<file path="config.mk">
export PLATFORM = sky130hd
export DESIGN_NAME = darb_cell
export DESIGN_NICKNAME = d
export VERILOG_FILES = /design/src/rtl/darb_pkg.sv /design/src/rtl/darb_withdraw.sv /design/src/rtl/darb_settle.sv /design/src/rtl/darb_fsm.sv /design/src/rtl/darb_cell.sv
export SDC_FILE = /design/constraint.sdc
export NUM_CORES = 1
export LEC_CHECK = 0
export BUFFER_PORTS_ARGS = -buffer_cell sky130_fd_sc_hd__buf_4
export CAP_MARGIN = 5
export CELL_PAD_IN_SITES_DETAIL_PLACEMENT = 1
export CELL_PAD_IN_SITES_GLOBAL_PLACEMENT = 1
export CORE_UTILIZATION = 40
export DETAILED_ROUTE_END_ITERATION = 8
export PLACE_DENSITY = 0.86
export SLEW_MARGIN = 30
export SYNTH_ARGS = -nofsm -noshare
export SYNTH_HDL_FRONTEND = slang
export SYNTH_HIERARCHICAL = 1
export SYNTH_SLANG_ARGS = --single-unit
</file>
<file path="constraint.sdc">
create_clock -name clk -period 2.95 [get_ports clk]
set_clock_uncertainty 0.1 [all_clocks]
set_input_delay 0.1475 -clock clk [delete_from_list [all_inputs] [get_ports clk]]
set_output_delay 0.1475 -clock clk [all_outputs]
set_load 0.01 [all_outputs]
</file>
<file path="src/rtl/darb_pkg.sv">
package darb_pkg;

   typedef enum logic [1:0] {
      ST_IDLE = 2'd0,
      ST_ARB  = 2'd1,
      ST_WON  = 2'd2,
      ST_LOST = 2'd3
   } darb_state_e;

endpackage

</file>
<file path="src/rtl/darb_withdraw.sv">
module darb_withdraw #(
   parameter int ID_W = 4
) (
   input  logic            clk,
   input  logic            rst_n,
   input  logic            load_i,
   input  logic            upd_i,
   input  logic [ID_W-1:0] id_i,
   input  logic [ID_W-1:0] bus_i,
   output logic [ID_W-1:0] mask_o
);

   logic [ID_W-1:0] beaten;
   logic [ID_W-1:0] keep;
   logic [ID_W-1:0] mask_q;

   assign beaten = bus_i & ~id_i;

   // a bit survives only if no beaten position sits at or above it
   for (genvar b = 0; b < ID_W; b++) begin : g_keep
      assign keep[b] = ((beaten >> b) == '0);
   end

   always_ff @(posedge clk or negedge rst_n) begin
      if (!rst_n)      mask_q <= '0;
      else if (load_i) mask_q <= '1;
      else if (upd_i)  mask_q <= keep;
   end

   assign mask_o = mask_q;

endmodule

</file>
<file path="src/rtl/darb_settle.sv">
module darb_settle #(
   parameter int ID_W   = 4,
   parameter int SETTLE = 2
) (
   input  logic            clk,
   input  logic            rst_n,
   input  logic            active_i,
   input  logic [ID_W-1:0] bus_i,
   output logic            settled_o
);

   localparam int RUN_W = $clog2(SETTLE + 1);
   localparam logic [RUN_W-1:0] RUN_MAX  = RUN_W'(SETTLE);
   localparam logic [RUN_W-1:0] RUN_GOAL = RUN_W'(SETTLE - 2);

   logic [ID_W-1:0]  prev_q;
   logic             valid_q;
   logic [RUN_W-1:0] run_q;
   logic             same;

   assign same = (bus_i == prev_q);

   always_ff @(posedge clk or negedge rst_n) begin
      if (!rst_n) begin
         prev_q  <= '0;
         valid_q <= 1'b0;
         run_q   <= '0;
      end else if (!active_i) begin
         valid_q <= 1'b0;
         run_q   <= '0;
      end else begin
         prev_q  <= bus_i;
         valid_q <= 1'b1;
         if (!valid_q || !same) run_q <= '0;
         else if (run_q != RUN_MAX) run_q <= run_q + 1'b1;
      end
   end

   // SETTLE equal samples means SETTLE-1 matches in a row
   assign settled_o = active_i && valid_q && same && (run_q >= RUN_GOAL);

endmodule

</file>
<file path="src/rtl/darb_fsm.sv">
module darb_fsm
   import darb_pkg::*;
(
   input  logic        clk,
   input  logic        rst_n,
   input  logic        start_i,
   input  logic        req_i,
   input  logic        settled_i,
   input  logic        match_i,
   output darb_state_e state_o,
   output logic        load_o
);

   darb_state_e state_q, state_d;
   logic        start_q;
   logic        start_rise;

   assign start_rise = start_i && !start_q;
   assign load_o     = (state_q == ST_IDLE) && start_rise && req_i;

   always_comb begin
      state_d = state_q;
      if (!start_i) begin
         state_d = ST_IDLE;
      end else begin
         case (state_q)
            ST_IDLE: if (load_o)    state_d = ST_ARB;
            ST_ARB:  if (settled_i) state_d = match_i ? ST_WON : ST_LOST;
            default: state_d = state_q;
         endcase
      end
   end

   always_ff @(posedge clk or negedge rst_n) begin
      if (!rst_n) begin
         state_q <= ST_IDLE;
         start_q <= 1'b0;
      end else begin
         state_q <= state_d;
         start_q <= start_i;
      end
   end

   assign state_o = state_q;

endmodule

</file>
<file path="src/rtl/darb_cell.sv">
module darb_cell
   import darb_pkg::*;
#(
   parameter int ID_W   = 4,
   parameter int SETTLE = 2
) (
   input  logic            clk,
   input  logic            rst_n,
   input  logic            start_i,
   input  logic            req_i,
   input  logic [ID_W-1:0] dev_id_i,
   input  logic [ID_W-1:0] bus_i,
   output logic [ID_W-1:0] drive_o,
   output logic            win_o
);

   if (ID_W < 1 || ID_W > 16) begin : g_bad_width
      $error("darb_cell: ID_W must lie in 1..16");
   end
   if (SETTLE < 2 || SETTLE > 64) begin : g_bad_settle
      $error("darb_cell: SETTLE must lie in 2..64");
   end

   darb_state_e     state;
   logic            load;
   logic            settled;
   logic            in_arb;
   logic [ID_W-1:0] mask;

   assign in_arb = (state == ST_ARB);

   darb_fsm u_fsm (
      .clk       (clk),
      .rst_n     (rst_n),
      .start_i   (start_i),
      .req_i     (req_i),
      .settled_i (settled),
      .match_i   (bus_i == dev_id_i),
      .state_o   (state),
      .load_o    (load)
   );

   darb_withdraw #(.ID_W(ID_W)) u_withdraw (
      .clk    (clk),
      .rst_n  (rst_n),
      .load_i (load),
      .upd_i  (in_arb),
      .id_i   (dev_id_i),
      .bus_i  (bus_i),
      .mask_o (mask)
   );

   darb_settle #(.ID_W(ID_W), .SETTLE(SETTLE)) u_settle (
      .clk       (clk),
      .rst_n     (rst_n),
      .active_i  (in_arb),
      .bus_i     (bus_i),
      .settled_o (settled)
   );

   always_comb begin
      case (state)
         ST_ARB:  drive_o = dev_id_i & mask;
         ST_WON:  drive_o = dev_id_i;
         default: drive_o = '0;
      endcase
   end

   assign win_o = (state == ST_WON);

endmodule

</file>
==> results_dict.tcl <==
set metrics [dict create \
    gp_congestion 0.712 \
    layout.nets 96 \
    seq_area_frac_synth_pct 44.3 \
    drt_iter0_markers 7 \
    final_common_cell "buf_4" \
    crit_start "u_fsm/state_o[1]" \
    clock_latency_ps 270 \
    synthCells 59 \
    dieArea_um2 1860 \
    diodes 0 \
    wl_per_cell_um 15.9 \
    r2r-start "u_fsm/state_o[1]" \
    final_cell_mix "buf_4, dfrtp_1, a21oi_1, xor2_1" \
    clock.fmax_mhz 491 \
    post-route-drc-count 0 \
    synthDistinctLibCells 22 \
    final-setup-viol-count 0 \
    rows 14 \
    cellLeakagePower_nw 0.407 \
    pwr-share-clk_pct 30.8 \
    p_comb_share_pct 20.5 \
    hold_viol 0 \
    worstSetupStartpointType "flop" \
    tightest_slew_ps 524 \
    vias_per_cell 5.56 \
    timing.setup.tns_ps 0 \
    vdd_drop_max_mv 0.392 \
    rsz0062_at_grt "no" \
    cts-root-buf "clkbuf_4" \
    synth_top_area_share_pct 44.3 \
    ctsResizeCount 0 \
    fin_crit_ps 2040 \
    power_density_nw_per_um2 480 \
    wl_um 1540 \
    slew-limit-headroom_pct 65.0 \
    synth-seq-cells 12 \
    fill_cells 171 \
    vias 539 \
    synth_area_um2 678 \
    power_w 0.000420 \
    hold_start "bus_i[0]" \
    seq_power_share_pct 48.6 \
    status "complete, no violations" \
    drive_gt1_share_pct 32.1 \
    cts_max_path_buffers 2 \
    synthTopCellsByArea "dfrtp_1, xor2_1, a21oi_1" \
    synthToLayoutAreaGrowth_pct 29.0 \
    synth_nets 73 \
    grt_pass1_vias 564 \
    antenna_found_initial 0 \
    grt-ovfl-total 0 \
    p_sw_w 0.000110 \
    swShare_pct 26.3 \
    required_ps 2700 \
    io_pins 17 \
    path_max_fanout 15 \
    period_share_pct 69.0 \
    synth_area_per_cell_um2 11.5 \
    port_buffers 16 \
    yosysTopAreaCell "dfrtp_1" \
    crit_arrival_ps 1790 \
    htreeDepth 1 \
    hp-class "in -> reg" \
    timing_worst_setup_path_type "reg -> out" \
    multi_input_area_um2 363 \
    cap_viol_max_count 0 \
    cts_tree "built" \
    p_int_w 0.000310 \
    fp.dieW_um 43.2 \
    cts.clk_slew.worst_paths_ps 80 \
    dp_hpwl_um 1190 \
    numCtsBuffers 3 \
    grt_max_degree 16 \
    core-area_um2 1540 \
    first_pass_iters 4 \
    regArea_um2 300 \
    finalMaxSlewViolations 0 \
    yosysWarnings 6 \
    die_h_um 43.2 \
    grt_pass1_wl_um 2560 \
    initial_core_util_pct 44.0 \
    final_antenna_net_count 0 \
    clock_sinks 12 \
    end_kind "output port" \
    track_usage_pct 18.8 \
]
[worst paths after layout]
path	endpoint	slack, ps	depth (start not counted)
max	drive_o[2]	910	5
min	u_settle/prev_q[0]	50	2
max reg2reg	u_fsm/state_o[0]	1080	6
min reg2reg	u_withdraw/mask_o[1]	410	2
max in group asynchronous	u_settle/prev_q[3]	2450	2
min in group asynchronous	u_withdraw/mask_o[3]	150	2
[power groups by stage]
stage	combinational [W]	clock (W)	sequential, W
2_1_floorplan	0.0000532	0	0.000203
3_3_place_gp	0.0000825	0	0.000206
3_5_place_dp	0.0000850	0	0.000208
4_1_cts	0.0000873	0.000137	0.000204
5_1_grt	0.0000962	0.000139	0.000207
6_report	0.0000863	0.000129	0.000204
[cell type report]
class / count / area share [%]
sequential: 12 / 34.3
multi-input combinational: 43 / 41.5
tap: 16 / 2.29
timing repair buffer: 18 / 16.0
clock buffer: 4 / 4.15
inverter: 4 / 1.72
[layer usage]
layer	vias to the layer above	global-route usage, %	wire length (um)
met5	-	0	0
met4	0	7.27	0
met3	0	2.55	64
met2	15	31.9	798
met1	270	23.7	679
li1	254	-	-
[critical path, stage by stage, from the launching register on]
cell	delay, ps
dfrtp_1	440
inv_1	70
ha_1	480
a21oi_1	130
nor3b_1	230
buf_4	160
[cell usage after synthesis]
cell and count:
dfrtp_1 12, a21oi_1 7, xor2_1 7, inv_1 4, nor3b_1 4, mux2_1 3
nor2b_1 3, a211o_1 2, ha_1 2, nand2b_4 2, nor4_2 2, and3_1 1
and3b_1 1, mux2_2 1, nand2_1 1, nand3_1 1, nand4b_1 1, nor3b_2 1
o2111ai_1 1, o211a_1 1, o21ai_1 1, xnor2_1 1
[registers in the layout, indices dropped and copies added (netlist names)]
signal             count
u_fsm/start_q          1
u_fsm/state_o          2
u_settle/prev_q        4
u_settle/valid_q       1
u_withdraw/mask_o      4
[through the flow]
stage / instance area [um^2] / util [%] / hold slack (ps) / setup WS [ps] / cells
floorplan: 678 / - / -248 / 1350 / 59
global placement: 818 / 53.1 / -105 / 1200 / 91
detailed placement: 818 / 53.1 / -101 / 1080 / 91
CTS: 875 / 56.7 / 36.8 / 880 / 97
global route: 875 / 56.7 / 44.7 / 772 / 97
finish: 875 / 56.7 / 45.5 / 914 / 97
[kinds of logic after synthesis]
family	count (synthesis)	synth area share, %
AOI/OAI and AO/OA	12	11.3
xor gates and xnor gates	8	10.3
adders and majority gates	2	3.69
buffers and inverters	4	2.21
DFF	12	44.3
muxes	4	6.64
and+or+nand+nor	17	21.6
[timing repair]
item                                   in CTS  in global routing
endpoints found under the hold margin      13                  0
hold buffers                                2                  0
setup buffers                               0                  0
No activity file was read; power rests on OpenSTA's default activity.
